File: src/rtl/spi_rx_pkg.sv
package spi_rx_pkg;
  // number of status flags handled by the controller
  localparam int NFLG = 2;
  // flag indices inside the flag vector
  localparam int FLG_OVF  = 0;
  localparam int FLG_FULL = 1;
  // read select encoding
  localparam logic SEL_STATUS = 1'b0;
  localparam logic SEL_DATA   = 1'b1;
endpackage

File: src/rtl/rxs_arm_track.sv
module rxs_arm_track
  import spi_rx_pkg::*;
#(
  parameter int N = NFLG
) (
  input  logic         clk,
  input  logic         rst_n,
  input  logic         stat_rd,
  input  logic         data_rd,
  input  logic [N-1:0] flags,
  output logic [N-1:0] clr
);
  logic [N-1:0] arm_q;

  for (genvar i = 0; i < N; i++) begin : g_arm
    // a status read samples what it returned; a data read consumes it
    always_ff @(posedge clk or negedge rst_n) begin
      if (!rst_n)       arm_q[i] <= 1'b0;
      else if (stat_rd) arm_q[i] <= flags[i];
      else if (data_rd) arm_q[i] <= 1'b0;
    end
    assign clr[i] = data_rd & arm_q[i];
  end
endmodule

File: src/rtl/rxs_flag_core.sv
module rxs_flag_core
  import spi_rx_pkg::*;
(
  input  logic            clk,
  input  logic            rst_n,
  input  logic            byte_valid,
  input  logic [NFLG-1:0] clr,
  output logic [NFLG-1:0] flags,
  output logic            accept
);
  logic full_q, ovf_q;
  logic full_after_clr, ovf_after_clr;

  // clears take effect before the incoming byte is judged
  always_comb begin
    full_after_clr = full_q & ~clr[FLG_FULL];
    ovf_after_clr  = ovf_q  & ~clr[FLG_OVF];
    accept         = byte_valid & ~full_after_clr & ~ovf_after_clr;
  end

  always_ff @(posedge clk or negedge rst_n) begin
    if (!rst_n) begin
      full_q <= 1'b0;
      ovf_q  <= 1'b0;
    end else begin
      full_q <= full_after_clr | accept;
      ovf_q  <= ovf_after_clr | (byte_valid & full_after_clr);
    end
  end

  always_comb begin
    flags           = '0;
    flags[FLG_FULL] = full_q;
    flags[FLG_OVF]  = ovf_q;
  end
endmodule

File: src/rtl/rxs_data_hold.sv
module rxs_data_hold #(
  parameter int DATA_W = 8
) (
  input  logic              clk,
  input  logic              rst_n,
  input  logic              load,
  input  logic [DATA_W-1:0] din,
  output logic [DATA_W-1:0] dout
);
  always_ff @(posedge clk or negedge rst_n) begin
    if (!rst_n)    dout <= '0;
    else if (load) dout <= din;
  end
endmodule

File: src/rtl/spi_rx_flagctl.sv
module spi_rx_flagctl
  import spi_rx_pkg::*;
#(
  parameter int DATA_W = 8
) (
  input  logic              clk,
  input  logic              rst_n,
  input  logic              byte_valid,
  input  logic [DATA_W-1:0] byte_data,
  input  logic              rd_en,
  input  logic              rd_addr,
  output logic [DATA_W-1:0] rd_data,
  input  logic              rx_ie,
  input  logic              err_ie,
  output logic              irq_rx,
  output logic              irq_err
);
  localparam int PAD_W = DATA_W - NFLG;

  logic              stat_rd, data_rd, accept;
  logic [NFLG-1:0]   clr, flag_q;
  logic              full_q, ovf_q;
  logic [DATA_W-1:0] hold_q;

  assign stat_rd = rd_en & (rd_addr == SEL_STATUS);
  assign data_rd = rd_en & (rd_addr == SEL_DATA);

  rxs_arm_track #(.N(NFLG)) u_arm (
    .clk(clk), .rst_n(rst_n), .stat_rd(stat_rd), .data_rd(data_rd),
    .flags(flag_q), .clr(clr)
  );

  rxs_flag_core u_flags (
    .clk(clk), .rst_n(rst_n), .byte_valid(byte_valid), .clr(clr),
    .flags(flag_q), .accept(accept)
  );

  rxs_data_hold #(.DATA_W(DATA_W)) u_hold (
    .clk(clk), .rst_n(rst_n), .load(accept), .din(byte_data), .dout(hold_q)
  );

  assign full_q = flag_q[FLG_FULL];
  assign ovf_q  = flag_q[FLG_OVF];

  always_comb begin
    rd_data = '0;
    if (data_rd)      rd_data = hold_q;
    else if (stat_rd) rd_data = {full_q, ovf_q, {PAD_W{1'b0}}};
  end

  assign irq_rx  = full_q & rx_ie;
  assign irq_err = ovf_q & err_ie;
endmodule

File: config.mk
export PLATFORM = sky130hd
export DESIGN_NAME = spi_rx_flagctl
export DESIGN_NICKNAME = d
export VERILOG_FILES = /design/src/rtl/spi_rx_pkg.sv /design/src/rtl/rxs_arm_track.sv /design/src/rtl/rxs_flag_core.sv /design/src/rtl/rxs_data_hold.sv /design/src/rtl/spi_rx_flagctl.sv
export SDC_FILE = /design/constraint.sdc
export NUM_CORES = 1
export LEC_CHECK = 0
export ABC_AREA = 1
export ABC_CLOCK_PERIOD_IN_PS = 1100
export BUFFER_PORTS_ARGS = -buffer_cell sky130_fd_sc_hd__buf_2
export CAP_MARGIN = 5
export CORE_MARGIN = 10
export CORE_UTILIZATION = 40
export DETAILED_ROUTE_END_ITERATION = 16
export PLACE_DENSITY = 0.77
export SLEW_MARGIN = 20
export SYNTH_ARGS = -nofsm -noshare
export SYNTH_HDL_FRONTEND = slang
export SYNTH_SLANG_ARGS = --single-unit
File: constraint.sdc
create_clock -name clk -period 1.1 [get_ports clk]
set_input_delay 0.275 -clock clk [delete_from_list [all_inputs] [get_ports clk]]
set_output_delay 0.275 -clock clk [all_outputs]
set_load 0.01 [all_outputs]
==> metrics <==
reg-to-reg slack, setup=70 ps; Leak=0.498 nW; IO Port Bufs=24; initial antenna violation count=0; multi-input logic area=280 sq um; Iteration-0 DRC Markers=7; fin nets=126; WL/cell=12.8 microns; HP Start=byte_data[7]; Hold Path Class=in -> reg; insertion delay to the later sink of the worst-skew pair=280 ps; Area contributors post-synth=dfrtp_1, nand2_1, nand4_1; Synth Instances=74; Setup Skew=1.56 ps; ANT nets after route=0; die area=3500 sq um; Final Setup Violations=10; Max Slew Vio Count=0; Final Non-Filler Cells=126; Top FF cell, synth=dfrtp_1; CTS tree=done; Die W=59.2 microns; CTS buffer count=3; CORE AREA=1470 sq um; io pins=25; FF+latch area=300 sq um; Post-synth top cells=nand2_1, dfrtp_1, inv_1; Tmin final=1220 ps; number of enable flip-flop cells after synthesis=0; via/cell ratio=4.87; WL met2=866 microns; synth warn=0; RePlAce Congestion=0.752; fmax=818 MHz; crit start category=register; RSZ-0062 raised after global routing=yes; WP data required=820 ps; GRT Total Usage=0.0994; number of global-route vias before repair=617; area grow syn2layout=43.0%; Final Hold Vio Count=0; Max Cap Viol=0; die height=59.2 microns; filler instances=135; crit path launch=u_flags.full_q$_DFF_PN0_; GR Overflow Total=0; Antenna Cells=0; Syn Nets=89; HPWL after DPL=1220 microns; final worst setup slack=-123 ps; Max Root-Sink Buffers=2; status=finished with violations; reg-to-reg startpoint=u_flags.full_q$_DFF_PN0_; initial core utilization=0.418; Distinct cells, synth=12; most frequent cell after synthesis=nand2_1; crit share post-route=1.11; CP max FO=3; Layout Utilization=0.597; number of synthesized register bits=12; largest net degree at the start of global routing=13; M1 WL=632 microns; DRC=0; sequential fraction of the synthesis area=0.489; routed vias=613; Worst slew margin=0.815; Placed Cells=117; WP data arrival=950 ps; H-tree depth=1; first-pass GRT wire length=2660 microns; max layer used=met4; post-synth top area cell=dfrtp_1; Worst-Margin Slew=277 ps; Syn Area/Cell=8.30 sq um; Clock Pin Slew Worst Setup and Hold Paths=80 ps; fraction of layout cells with a size suffix above 1=0.400; Crit. End Element=output port; Syn Std Cell Area=614 sq um; Max VDD drop=1.08 mV; WS Path Type=reg -> out; DR pass1 iterations=4; Post-synth ARST share=1.00; CTS sink count=12; Rows=14; PwrDens=2220 nW/um^2; top cell type's share of synthesized area=0.489; failing checks=setup timing; root buf cell=clkbuf_4; met3 wire len=83 microns; drt total wl=1620 microns
logic make-up (layout without fill, tap and decap cells):
logic type,Yosys count,after routing,synth area share
simple gates,47,48,0.403
buf+inv,13,48,0.0916
flops,12,12,0.489
compound gates,2,2,0.0163
report_power, final:
group	total (mW)	leakage [nW]	switching (mW)	internal [mW]
Sequential	0.741	0.147	0.116	0.625
Combinational	0.844	0.330	0.447	0.397
Clock	0.363	0.0210	0.161	0.202
Total	1.95	0.498	0.724	1.22
final timing paths:
check,cells after the start,to
worst max register to register,5,u_hold.dout[2]$_DFFE_PN0P_
worst min-delay path,3,u_hold.dout[7]$_DFFE_PN0P_
max in group asynchronous,2,u_hold.dout[1]$_DFFE_PN0P_
min in group asynchronous,2,u_hold.dout[6]$_DFFE_PN0P_
worst min register to register,2,u_hold.dout[2]$_DFFE_PN0P_
worst max-delay path,3,rd_data[7]
per-stage QoR:
step | power [mW] | hold WS (ps) | TNS (ps) | cell area, sq um | setup WS (ps)
6_report | 1.95 | 239 | -1020 | 878 | -123
5_1_grt | 2.12 | 253 | -1540 | 878 | -177
2_1_floorplan | 1.17 | -20.6 | 0 | 614 | 126
4_1_cts | 1.92 | 241 | -886 | 857 | -123
3_3_place_gp | 1.44 | 162 | -183 | 777 | -45.5
3_5_place_dp | 1.47 | 167 | -221 | 777 | -43.3
sequential cells by signal, summed over array words and instances (netlist names):
register        count
u_arm.arm_q         2
u_flags.full_q      1
u_flags.ovf_q       1
u_hold.dout         8
metal layers:
metal / global-route usage / up-vias
met5: 0 / -
met4: 0.0590 / 0
met3: 0.0408 / 5
met2: 0.169 / 10
met1: 0.0978 / 284
li1: - / 314
cell usage in the layout (no fill, tap or decap):
cell type	instances
nand2_1	22
nand3_1	4
nand2_8	1
buf_6	2
dfrtp_1	12
nand2_2	1
buf_4	7
inv_1	11
o21ai_0	2
clkbuf_8	1
nand3_2	4
nor2_1	6
buf_2	23
clkbuf_4	3
nand3_4	1
nand4_1	8
dlygate4sd3_1	1
nand2_4	1
final cells by class:
type	count	share of cell area
sequential	12	0.342
multi-input combinational	50	0.319
timing repair buffer	33	0.228
inverter	11	0.0470
clock buffer	4	0.0413
tap	16	0.0228
worst max-delay path, cell delays in order (launching register included):
cell and delay, ps:
dfrtp_1 410, nand3_2 80, nand2_1 40, buf_2 130
timing repair:
action / in CTS / in global routing
setup endpoints to repair: 10 / 11
hold endpoints to repair: 12 / 0
hold buffers: 1 / 0
gates cloned: 0 / 1
buffers inserted: 3 / 1
pin swaps: 9 / 5
gates resized for setup: 2 / 3
(Power assumes the default switching activity.)
